$ cat src/rtl/hpm_pkg.sv
package hpm_pkg;
  // Sender phases: idle, PC flit offered, body flit offered, awaiting ack
  typedef enum logic [1:0] {
    TX_IDLE = 2'd0,
    TX_PC   = 2'd1,
    TX_BODY = 2'd2,
    TX_WAIT = 2'd3
  } tx_state_e;
endpackage

$ cat src/rtl/hpm_start_detect.sv
module hpm_start_detect #(
  parameter int PC_W = 32
) (
  input  logic            ins_valid,
  input  logic [PC_W-1:0] ins_pc,
  input  logic            ins_is_branch,
  input  logic            ins_taken,
  input  logic [PC_W-1:0] ins_target,
  input  logic            ins_is_call,
  input  logic            ins_in_trace,
  input  logic            ins_trace_exit,
  output logic            start_o
);
  logic loop_hint, call_hint, exit_hint;

  always_comb begin
    loop_hint = !ins_in_trace && ins_is_branch && ins_taken && (ins_target < ins_pc);
    call_hint = !ins_in_trace && ins_is_call;
    exit_hint = ins_trace_exit;
    start_o   = ins_valid && (loop_hint || call_hint || exit_hint);
  end
endmodule

$ cat src/rtl/hpm_builder.sv
module hpm_builder #(
  parameter int PC_W     = 32,
  parameter int BR_LIMIT = 16,
  parameter int LEN_W    = 5
) (
  input  logic                clk,
  input  logic                rst,
  input  logic                ins_valid,
  input  logic [PC_W-1:0]     ins_pc,
  input  logic                ins_is_branch,
  input  logic                ins_taken,
  input  logic                ins_in_trace,
  input  logic                start_i,
  output logic                done_o,
  output logic [PC_W-1:0]     msg_pc_o,
  output logic [BR_LIMIT-1:0] msg_vec_o,
  output logic [LEN_W-1:0]    msg_len_o
);
  localparam logic [LEN_W-1:0] LIMIT_L = LEN_W'(BR_LIMIT);

  logic                open_q;
  logic [PC_W-1:0]     pc_q;
  logic [BR_LIMIT-1:0] vec_q;
  logic [LEN_W-1:0]    len_q;

  logic                br_hit, trace_in;
  logic [BR_LIMIT-1:0] vec_nx;
  logic [LEN_W-1:0]    len_nx;

  always_comb begin
    br_hit   = open_q && ins_valid && !ins_in_trace && ins_is_branch;
    trace_in = open_q && ins_valid && ins_in_trace;
    vec_nx   = br_hit ? {vec_q[BR_LIMIT-2:0], ins_taken} : vec_q;
    len_nx   = len_q + LEN_W'(br_hit);
    done_o   = trace_in || (br_hit && (len_nx == LIMIT_L));
    msg_pc_o  = pc_q;
    msg_vec_o = vec_nx;
    msg_len_o = len_nx;
  end

  always_ff @(posedge clk) begin
    if (rst) begin
      open_q <= 1'b0;
      pc_q   <= '0;
      vec_q  <= '0;
      len_q  <= '0;
    end else if (done_o) begin
      open_q <= 1'b0;
    end else if (start_i && !open_q) begin
      open_q <= 1'b1;
      pc_q   <= ins_pc;
      vec_q  <= '0;
      len_q  <= '0;
    end else if (br_hit) begin
      vec_q <= vec_nx;
      len_q <= len_nx;
    end
  end


  len_bound_chk: assert property (@(posedge clk) disable iff (rst)
    open_q |-> (len_q < LIMIT_L));


  trace_close_chk: assert property (@(posedge clk) disable iff (rst)
    (open_q && ins_valid && ins_in_trace) |=> !open_q);
endmodule

$ cat src/rtl/hpm_flit_tx.sv
module hpm_flit_tx
  import hpm_pkg::*;
#(
  parameter int PC_W     = 32,
  parameter int BR_LIMIT = 16,
  parameter int LEN_W    = 5,
  parameter int FLIT_W   = 32
) (
  input  logic                clk,
  input  logic                rst,
  input  logic                done_i,
  input  logic [PC_W-1:0]     pc_i,
  input  logic [BR_LIMIT-1:0] vec_i,
  input  logic [LEN_W-1:0]    len_i,
  input  logic                ack_i,
  input  logic                flit_ready_i,
  output logic                flit_valid_o,
  output logic [FLIT_W-1:0]   flit_data_o
);
  tx_state_e         state_q;
  logic [FLIT_W-1:0] body_q;
  logic [FLIT_W-1:0] pc_flit, body_flit;

  always_comb begin
    pc_flit = '0;
    pc_flit[PC_W-1:0] = pc_i;
    body_flit = '0;
    body_flit[BR_LIMIT-1:0] = vec_i;
    body_flit[FLIT_W-1 -: LEN_W] = len_i;
  end

  always_ff @(posedge clk) begin
    if (rst) begin
      state_q      <= TX_IDLE;
      body_q       <= '0;
      flit_valid_o <= 1'b0;
      flit_data_o  <= '0;
    end else begin
      case (state_q)
        TX_IDLE: if (done_i) begin
          flit_data_o  <= pc_flit;
          body_q       <= body_flit;
          flit_valid_o <= 1'b1;
          state_q      <= TX_PC;
        end
        TX_PC: if (flit_ready_i) begin
          flit_data_o <= body_q;
          state_q     <= TX_BODY;
        end
        TX_BODY: if (flit_ready_i) begin
          flit_valid_o <= 1'b0;
          state_q      <= TX_WAIT;
        end
        default: if (ack_i) state_q <= TX_IDLE;
      endcase
    end
  end


  hold_chk: assert property (@(posedge clk) disable iff (rst)
    (flit_valid_o && !flit_ready_i) |=> (flit_valid_o && $stable(flit_data_o)));


  ack_wait_chk: assert property (@(posedge clk) disable iff (rst)
    (state_q == TX_WAIT && !ack_i) |=> !flit_valid_o);


  launch_chk: assert property (@(posedge clk) disable iff (rst)
    (state_q == TX_IDLE && done_i) |=> (flit_valid_o && flit_data_o == $past(pc_flit)));
endmodule

$ cat src/rtl/hpm_profiler.sv
module hpm_profiler #(
  parameter int PC_W     = 32,
  parameter int BR_LIMIT = 16,
  parameter int LEN_W    = 5,
  parameter int FLIT_W   = 32
) (
  input  logic              clk,
  input  logic              rst,
  input  logic              ins_valid,
  input  logic [PC_W-1:0]   ins_pc,
  input  logic              ins_is_branch,
  input  logic              ins_taken,
  input  logic [PC_W-1:0]   ins_target,
  input  logic              ins_is_call,
  input  logic              ins_in_trace,
  input  logic              ins_trace_exit,
  input  logic              ack,
  output logic              flit_valid,
  output logic [FLIT_W-1:0] flit_data,
  input  logic              flit_ready
);
  logic                start_w, done_w;
  logic [PC_W-1:0]     msg_pc_w;
  logic [BR_LIMIT-1:0] msg_vec_w;
  logic [LEN_W-1:0]    msg_len_w;

  hpm_start_detect #(.PC_W(PC_W)) u_detect (
    .ins_valid      (ins_valid),
    .ins_pc         (ins_pc),
    .ins_is_branch  (ins_is_branch),
    .ins_taken      (ins_taken),
    .ins_target     (ins_target),
    .ins_is_call    (ins_is_call),
    .ins_in_trace   (ins_in_trace),
    .ins_trace_exit (ins_trace_exit),
    .start_o        (start_w)
  );

  hpm_builder #(.PC_W(PC_W), .BR_LIMIT(BR_LIMIT), .LEN_W(LEN_W)) u_build (
    .clk           (clk),
    .rst           (rst),
    .ins_valid     (ins_valid),
    .ins_pc        (ins_pc),
    .ins_is_branch (ins_is_branch),
    .ins_taken     (ins_taken),
    .ins_in_trace  (ins_in_trace),
    .start_i       (start_w),
    .done_o        (done_w),
    .msg_pc_o      (msg_pc_w),
    .msg_vec_o     (msg_vec_w),
    .msg_len_o     (msg_len_w)
  );

  hpm_flit_tx #(.PC_W(PC_W), .BR_LIMIT(BR_LIMIT), .LEN_W(LEN_W), .FLIT_W(FLIT_W)) u_tx (
    .clk          (clk),
    .rst          (rst),
    .done_i       (done_w),
    .pc_i         (msg_pc_w),
    .vec_i        (msg_vec_w),
    .len_i        (msg_len_w),
    .ack_i        (ack),
    .flit_ready_i (flit_ready),
    .flit_valid_o (flit_valid),
    .flit_data_o  (flit_data)
  );


  reset_idle_chk: assert property (@(posedge clk) rst |=> !flit_valid);
endmodule

$ cat config.mk
export PLATFORM = sky130hd
export DESIGN_NAME = hpm_profiler
export DESIGN_NICKNAME = d
export VERILOG_FILES = /design/src/rtl/hpm_pkg.sv /design/src/rtl/hpm_start_detect.sv /design/src/rtl/hpm_builder.sv /design/src/rtl/hpm_flit_tx.sv /design/src/rtl/hpm_profiler.sv
export SDC_FILE = /design/constraint.sdc
export NUM_CORES = 1
export LEC_CHECK = 0
export CAP_MARGIN = 30
export CORE_MARGIN = 3
export CORE_UTILIZATION = 40
export DETAILED_ROUTE_END_ITERATION = 8
export DONT_BUFFER_PORTS = 1
export HOLD_SLACK_MARGIN = 0.15
export SLEW_MARGIN = 20
export SYNTH_ARGS = -nofsm -noshare
export SYNTH_HDL_FRONTEND = slang
export SYNTH_SLANG_ARGS = --single-unit
$ cat constraint.sdc
create_clock -name clk -period 3.8 [get_ports clk]
set_input_delay 1.14 -clock clk [delete_from_list [all_inputs] [get_ports clk]]
set_output_delay 1.14 -clock clk [all_outputs]
set_load 0.05 [all_outputs]
# --- Yosys cells after proc, flatten, opt, wreduce, memory -nomap -nowiden ---
# Cells that the tools add are included.
classes:
  reduce_logical: 28
  n_eq_ne: 6
  order_cmp: 1
  bitwise: 1
  add_sub_neg: 1
  muxes: 16
ops:
  columns: ["op", "count"]
  rows:
  - ["$mux W32", 2]
  - ["$pmux W32 S2", 1]
  - ["$mux W16", 3]
  - ["$lt A32 B32 Y1", 1]
  - ["$logic_and A1 B1 Y1", 11]
  - ["$mux W5", 2]
  - ["$mux W2", 4]
  - ["$ne A2 B2 Y1 const B", 3]
  - ["$pmux W2 S3", 1]
  - ["$reduce_and A2 Y1", 3]
  - ["$reduce_and A3 Y1", 2]
  - ["$reduce_bool A2 Y1", 3]
  - ["$add A5 B1 Y5", 1]
  - ["$eq A5 B5 Y1 const B", 1]
  - ["$reduce_and A4 Y1", 1]
  - ["$reduce_bool A4 Y1", 1]
  - ["$logic_or A1 B1 Y1", 3]
  - ["$eq A2 B1 Y1 const B", 1]
  - ["$eq A2 B2 Y1 const B", 1]
  - ["$logic_not A1 Y1", 2]
  - ["$logic_not A2 Y1", 1]
  - ["$mux W1", 2]
  - ["$pmux W1 S2", 1]
  - ["$reduce_or A2 Y1", 1]
  - ["$not A1 Y1", 1]
word_totals:
  wordCells: 61
  in_bits: 74
  reg_bits: 110

# --- Longest topological paths before layout ---
# Gate-level depths: netlist of the first run.
logic_depth:
  ltp_word: 10
  depth_mapped: 14

# --- Cells and area by module ---
# Synthesis of the first run repeated with hierarchy kept, for this count alone.
unflattened:
  hier_cells: 659
  area_unflattened_um2: 5436.5
by_module_without_submodules:
  columns: ["module", "area_per_inst_um2", "cells_each", "instances", "seq_area_each_um2"]
  rows:
  - ["hpm_flit_tx", 2401.1, 271, 1, 1121.1]
  - ["hpm_builder", 2232.1, 276, 1, 1081.0]
  - ["hpm_start_detect", 803.3, 112, 1, 0.0]

# --- Least setup slack after synthesis of the first run ---
# OpenSTA, ideal clock, no wires.
synth_path:
  path_type: "in2reg"
  from: "input port ins_in_trace"
  to: "register u_tx.body_q[10]"
  arrival_time_ns: 3.530
  n_path_buf: 3
  setup_slack_ns: 0.137
  path_stages: 13
  cell_sequence: "inv_1 nand4_1 inv_1 clkbuf_1 ha_1 ha_1 xnor2_1 nand3_1 o31ai_1 nor3b_2 buf_2 buf_2 a311oi_1"
synth_between:
  elab_chain_cells: 8
  elab_cells_between_ends: 10
  cone_classes: "add/sub (1); eq/ne (1); mux (1); reduce/logical (7)"
synth_rtl:
  columns: ["item", "line", "rtl"]
  rows:
  - ["from (decl)", "hpm_profiler.sv:15", "input logic ins_in_trace,"]
  - ["$logic_not A1 Y1", "hpm_builder.sv:31", "br_hit = open_q && ins_valid && !ins_in_trace && ins_is_branch;"]
  - ["$logic_and A1 B1 Y1 (2 in series)", "hpm_builder.sv:31", null]
  - ["$add A5 B1 Y5", "hpm_builder.sv:34", "len_nx = len_q + LEN_W'(br_hit);"]
  - ["$eq A5 B5 Y1", "hpm_builder.sv:35", "done_o = trace_in || (br_hit && (len_nx == LIMIT_L));"]
  - ["$logic_and A1 B1 Y1", "hpm_builder.sv:35", null]
  - ["$logic_or A1 B1 Y1", "hpm_builder.sv:35", null]
  - ["$reduce_and A2 Y1 (no line)", null, null]
  - ["to (signal assigned)", "hpm_flit_tx.sv:42", "body_q <= body_flit;"]
  - ["to (decl)", "hpm_flit_tx.sv:21", "logic [FLIT_W-1:0] body_q;"]
# Several ways; a longest one is shown, not always the timed one.
# A chain may end at the register's enable or synchronous reset.

# --- Worst setup path after layout of the first run ---
layout_path:
  from: "input port ins_pc[6]"
  to: "register u_build.pc_q[13], in the netlist u_build.msg_pc_o[13]"
layout_between:
  elab_chain_cells: 7
layout_rtl:
  columns: ["item", "line", "rtl"]
  rows:
  - ["from (decl)", "hpm_profiler.sv:10", "input logic [PC_W-1:0] ins_pc,"]
  - ["$lt A32 B32 Y1", "hpm_start_detect.sv:17", "loop_hint = !ins_in_trace && ins_is_branch && ins_taken && (ins_target < ins_pc);"]
  - ["$logic_and A1 B1 Y1", "hpm_start_detect.sv:17", null]
  - ["$logic_or A1 B1 Y1 (2 in series)", "hpm_start_detect.sv:20", "start_o = ins_valid && (loop_hint || call_hint || exit_hint);"]
  - ["$logic_and A1 B1 Y1", "hpm_start_detect.sv:20", null]
  - ["$logic_and A1 B1 Y1", "hpm_builder.sv:49", "end else if (start_i && !open_q) begin"]
  - ["$reduce_and A2 Y1 (no line)", null, null]
  - ["to (signal assigned)", "hpm_builder.sv:51", "pc_q <= ins_pc;"]
  - ["to (decl)", "hpm_builder.sv:22", "logic [PC_W-1:0] pc_q;"]
# Every way passes these cells.

==> results.yml, run 1 <==
sta:
  period_share_pct: 84.7
  rsz0062_at_grt: "false"
  final.setup.tns_ns: 0
  max-slew-margin-rel_pct: 43.7
  setup_violations: 0
  tightestPinTransition_ns: 0.843
  setup_ws_ns: 0.582
  fmax_mhz: 311
  drv_slew: 0
  hold_viol: 0
  fin_crit_ns: 3.22
  clock_skew_ns: 0.00807
die:
  core_area_um2: 13300
  start_util_pct: 41.2
  rows: 42
  ios: 107
  dieArea_um2: 15100
  die_h_um: 123
  die_x_um: 123
placed_design:
  io_buffer_count: 0
  dp_slack_ns: 0.231
  dp_hpwl_mm: 9.42
  routabilityCongestion: 0.813
synth:
  syn_nets: 751
  ys_ff_latch: 110
  ys_warn_count: 0
  yosysTopAreaCell: "dfxtp_1"
  syn_avg_cell_area_um2: 8.55
  yosysUniqueCellTypes: 49
  synth_top_area_share_pct: 40.2
  synth.most_common_cell: "dfxtp_1"
  synth_seq_area_share_pct: 40.2
  async_flop_share_pct: 0
  synth_area_leaders: "dfxtp_1 (40%), mux2i_1 (10%), ha_1 (8.2%), nand2_1 (7.3%), a211oi_1 (4.1%)"
  syn-cell-area_um2: 5480
  synth_commonest_cells: "dfxtp_1 (110), nand2_1 (107), mux2i_1 (57), nor2_1 (57), inv_1 (43)"
  synth_edf_count: 0
  synthCells: 641
  synth_flop_cell: "dfxtp_1"
layout:
  final_nets: 731
  antenna_cells: 0
  syn_to_final_growth_pct: 8.54
  fillCellCount: 1282
  layout-drive-gt1-share_pct: 6.39
drt:
  avgRoutedWirePerCell_um: 16.2
  num_vias: 4357
  avgViaCountPerCell: 5.43
  drt_iter0_markers: 257
  drc: 0
  routed_wl_mm: 13.0
  ant_nets: 0
  drtPass1Iterations: 5
clock_tree:
  htreeDepth: 3
  cts_hold_buf: 0
  cts_sinks: 110
  clk_pin_slew_ns: 0.07
  cts_resized: 0
  clock-root-buffer: "clkbuf_16"
  clk_path_buf_depth: 2
  clock_latency_ns: 0.34
  numCtsBuffers: 9
  cts_setup_buffers: 0
  cts_tree: "done"
flow_run:
  cap_violations: 0
pwr:
  ir_drop_v: 0.000321
  cellPowerDensity_nw_per_um2: 523
  p_leak_nw: 2.19
worst_setup_path:
  endpoint_kind: "flop"
  worstSetupPathType: "input port to flop"
  worst-endpoint-required_ns: 4.07
  cp_max_fo: 18
  startpoint_type: "input port"
  worstPathArrival_ns: 3.49
worst_hold_path:
  hold_path_class: "flop to flop"
grt:
  track_usage_pct: 17.7
  grt_pass1_vias: 4458
  grt_antenna_before_repair: 0
  grt_max_degree: 75
  grt_pass1_wl_mm: 21.5
  grt_overflow: 0
status:
  outcome: "finished clean"
-- worst paths after layout --
path | startpoint | end | slack, ns | cells after the start
setup / recovery | ins_pc[6] | u_build.msg_pc_o[13] | 0.58 | 8
setup reg to reg | u_build.open_q | u_tx.body_q[2] | 1.02 | 11
hold reg to reg | u_build.msg_pc_o[1] | u_build.msg_pc_o[1] | 0.46 | 2
hold / removal | u_build.msg_pc_o[1] | u_build.msg_pc_o[1] | 0.46 | 2
-- cell families after synthesis --
family	Yosys count	synth area share [%]
compound gates	112	14.7
xor+xnor	4	0.640
fa+ha+maj	36	8.22
buf+inv	90	6.74
flops	110	40.2
mux	57	10.4
simple gates	232	19.1
-- placed cells by master, fill, tap and decap left out, types with 2 or more instances in the layout --
cell type,synthesis,final
ha_1,36,35
o21ai_0,9,9
mux2i_1,57,57
and4_1,2,2
a311oi_1,10,10
o31ai_1,4,3
clkbuf_8,0,2
nand3b_1,11,11
a21oi_1,32,32
o32ai_1,8,8
clkbuf_16,0,9
nand2_1,107,107
inv_1,43,43
clkbuf_1,31,3
buf_12,0,3
nand4_1,5,5
o41ai_1,4,4
nor3_1,5,5
o41ai_2,3,3
nor2b_1,2,2
dfxtp_1,110,110
xnor2_1,3,3
a211oi_1,30,30
buf_4,3,12
nor2_1,57,57
nand3_1,33,33
-- registers in the layout, summed over array words and instances (netlist names) --
register,flops
u_tx.flit_valid_o,1
u_tx.body_q,21
u_build.open_q,1
u_build.vec_q,16
u_tx.state_q,2
u_build.msg_pc_o,32
u_build.len_q,5
u_tx.flit_data_o,32
-- metrics by stage --
step                      power (mW)  hold slack (ns)  cell area [um^2]  instances  utilization, %
after floorplan                 2.10            0.434              5480        641               -
after global placement          2.23            0.443              5670        786            42.6
after detailed placement        2.25            0.451              5670        786            42.6
after CTS                       3.14            0.461              5950        802            44.7
after global routing            3.27            0.481              5950        802            44.7
final                           3.11            0.457              5950        802            44.7
-- power breakdown --
part	switching, mW	internal [mW]
Combinational	0.358	0.254
Clock	0.404	0.483
Sequential	0.339	1.27
Total	1.10	2.01
-- cell type report --
type                       instances  area [um^2]  area share, %
clock buffer                      14          264           4.44
clock inverter                     2         16.3          0.274
inverter                          44          165           2.78
multi-input combinational        441         2930           49.2
sequential                       110         2200           37.0
tap                              176          220           3.70
timing repair buffer              15          150           2.53
-- metal layers --
metal  vias to the layer above  global-route usage, %  wire length, um
li1                       2203                      -                -
met1                      2014                   22.2             5780
met2                       131                   30.1             6120
met3                         9                   5.40             1030
met4                         0                   4.01              104
met5                         -                      0                0
-- critical path, cell delays in order --
cell and delay (ns):
inv_1 0.02, ha_1 0.31, and4_1 0.22, a221oi_1 0.51
a2111oi_2 0.20, nor4b_2 0.46, buf_4 0.40, mux2i_1 0.23
Power figures use the tool's default switching activity.
==> run 2, diff against run 1 <==
--- a/config.mk
+++ b/config.mk
@@ -5,6 +5,7 @@
 export SDC_FILE = /design/constraint.sdc
 export NUM_CORES = 1
 export LEC_CHECK = 0
+export ABC_AREA = 1
 export CAP_MARGIN = 30
 export CORE_MARGIN = 3
 export CORE_UTILIZATION = 40
==> constraint.sdc (replaced) <==
create_clock -name clk -period 2.6 [get_ports clk]
set_input_delay 0.78 -clock clk [delete_from_list [all_inputs] [get_ports clk]]
set_output_delay 0.78 -clock clk [all_outputs]
set_load 0.05 [all_outputs]
==> run 2 against run 1 <==
Count of clock-buffer cells in the layout down 4; sequential share of layout area up 0.75 points; critical path depth up 9; clock skew down 0.0025 ns; flip-flop and latch count unchanged; synthesized area down 4.4%; largest cell class unchanged.
==> results.yml, run 2 <==
synth:
  yosysTopAreaCell: "dfxtp_1"
  synth_seq_area_share_pct: 42.0
  yosysUniqueCellTypes: 32
  async_flop_share_pct: 0
  synth_edf_count: 0
  synth_flop_cell: "dfxtp_1"
  ys_warn_count: 0
  syn_nets: 839
  ys_ff_latch: 110
  synth.most_common_cell: "nand2_1"
  synth_area_leaders: "dfxtp_1 (42%), nand2_1 (13%), ha_1 (8.6%), a21oi_1 (6.6%), nor2_1 (6.1%)"
  synth_commonest_cells: "nand2_1 (187), dfxtp_1 (110), nor2_1 (85), a21oi_1 (69), o21ai_0 (61)"
  synth_top_area_share_pct: 42.0
  synthCells: 729
  syn_avg_cell_area_um2: 7.18
  syn-cell-area_um2: 5240
clock_tree:
  cts_sinks: 110
  clk_path_buf_depth: 2
  htreeDepth: 3
  numCtsBuffers: 9
  cts_tree: "done"
  cts_setup_buffers: 0
  cts_hold_buf: 0
  clock_latency_ns: 0.35
  cts_resized: 0
  clock-root-buffer: "clkbuf_16"
  clk_pin_slew_ns: 0.07
placed_design:
  io_buffer_count: 0
  routabilityCongestion: 0.824
  dp_hpwl_mm: 9.92
  placed_area_um2: 5540
grt:
  grt_pass1_vias: 4608
  track_usage_pct: 18.6
  grt_antenna_before_repair: 0
  grt_overflow: 0
  grt_max_degree: 51
  grt_pass1_wl_mm: 21.7
pwr:
  cellPowerDensity_nw_per_um2: 926
  ir_drop_v: 0.000602
  power_mw: 5.39
  p_leak_nw: 2.42
status:
  outcome: "finished clean"
flow_run:
  cap_violations: 0
sta:
  period_share_pct: 87.1
  clock_skew_ns: 0.00561
  fmax_mhz: 441
  tightestPinTransition_ns: 0.602
  hold-worst-slack_ns: 0.458
  final.setup.tns_ns: 0
  setup_violations: 0
  max-slew-margin-rel_pct: 59.8
  hold_viol: 0
  fin_crit_ns: 2.27
  drv_slew: 0
  rsz0062_at_grt: "false"
layout:
  final_common_cell: "nand2_1"
  final_nets: 832
  fillCellCount: 1353
  multi_input_area_um2: 2650
  final_area_um2: 5830
  seqCellArea_um2: 2200
  fin_util_pct: 45.8
  syn_to_final_growth_pct: 11.3
  layout-drive-gt1-share_pct: 7.57
  antenna_cells: 0
  layout_common_cells: "nand2_1 (186), dfxtp_1 (110), nor2_1 (85)"
worst_setup_path:
  worstSetupPathType: "input port to flop"
  cp_max_fo: 22
  worstSetupStartpoint: "ins_is_branch"
  worst-endpoint-required_ns: 2.87
  worstPathArrival_ns: 2.54
  r2r-start: "u_build.open_q"
  endpoint_kind: "flop"
  startpoint_type: "input port"
drt:
  drt_iter0_markers: 320
  drc: 0
  avgRoutedWirePerCell_um: 14.5
  drtPass1Iterations: 4
  avgViaCountPerCell: 5.12
  routed_wl_mm: 13.0
  num_vias: 4600
  ant_nets: 0
die:
  rows: 41
  ios: 107
  dieArea_um2: 14500
  start_util_pct: 41.2
  die_x_um: 120
  core_area_um2: 12700
  die_h_um: 120
worst_hold_path:
  hold_path_class: "flop to flop"
  worstHoldStart: "u_tx.body_q[8]"
==> run 2: changes by cell type after synthesis, moves of 13 or more <==
cell,previous run,this run
a211oi_1,30,0
a21oi_1,32,69
a31oi_1,1,21
clkbuf_1,31,18
mux2i_1,57,0
nand2_1,107,187
nor2_1,57,85
o21ai_0,9,61
==> run 2: report_power, final <==
| group | internal [mW] | switching, mW | leakage (nW) |
|---|---|---|---|
| clock network | 0.746 | 0.616 | 0.146 |
| registers | 1.94 | 0.888 | 0.896 |
| logic | 0.470 | 0.731 | 1.38 |
==> run 2: layout make-up <==
class / instances / area share [%]
Tap cell: 172 / 3.69
Multi-Input combinational cell: 521 / 45.5
Clock inverter: 6 / 1.07
Inverter: 57 / 3.97
Timing Repair Buffer: 23 / 4.04
Sequential cell: 110 / 37.8
Clock buffer: 10 / 3.93
==> run 2: routing by layer <==
layer	track usage (%)	share of wire [%]
met1	21.4	41
met2	31.5	48
met3	6.88	8.7
met4	6.59	2.2
met5	0	0
==> run 2: final timing paths <==
kind	endpoint	slack, ns	depth (start not counted)
worst max-delay path	u_tx.flit_data_o[6]	0.33	17
worst min-delay path	u_tx.body_q[8]	0.46	2
worst max register to register	u_tx.flit_data_o[6]	0.38	17
worst min register to register	u_tx.body_q[8]	0.46	2
==> run 2: critical path, cell delays in order <==
cell	delay, ns
inv_8	0.01
nor2_1	0.07
nand2_1	0.12
inv_6	0.09
ha_4	0.14
ha_4	0.13
nand3_2	0.09
xnor2_2	0.19
nand4_1	0.10
nand2_1	0.11
inv_2	0.07
nand2_4	0.07
nand2_4	0.05
inv_4	0.11
buf_12	0.16
o21ai_1	0.07
a31oi_1	0.16
==> run 2: cell families after synthesis <==
group,count (synthesis),synth area share [%]
AND/OR/NAND/NOR,325,25.1
AO/OA/AOI/OAI,157,15.6
flip-flops,110,42.0
buffers and inverters,98,8.03
adder cells (fa/ha/maj),36,8.60
XOR/XNOR,3,0.645
==> run 2: metrics by stage <==
stage,std cells,worst slack [ns]
final,899,0.335
after global routing,899,0.0767
after CTS,899,0.348
after detailed placement,883,-0.0118
after global placement,883,0.0443
after floorplan,729,-0.0816
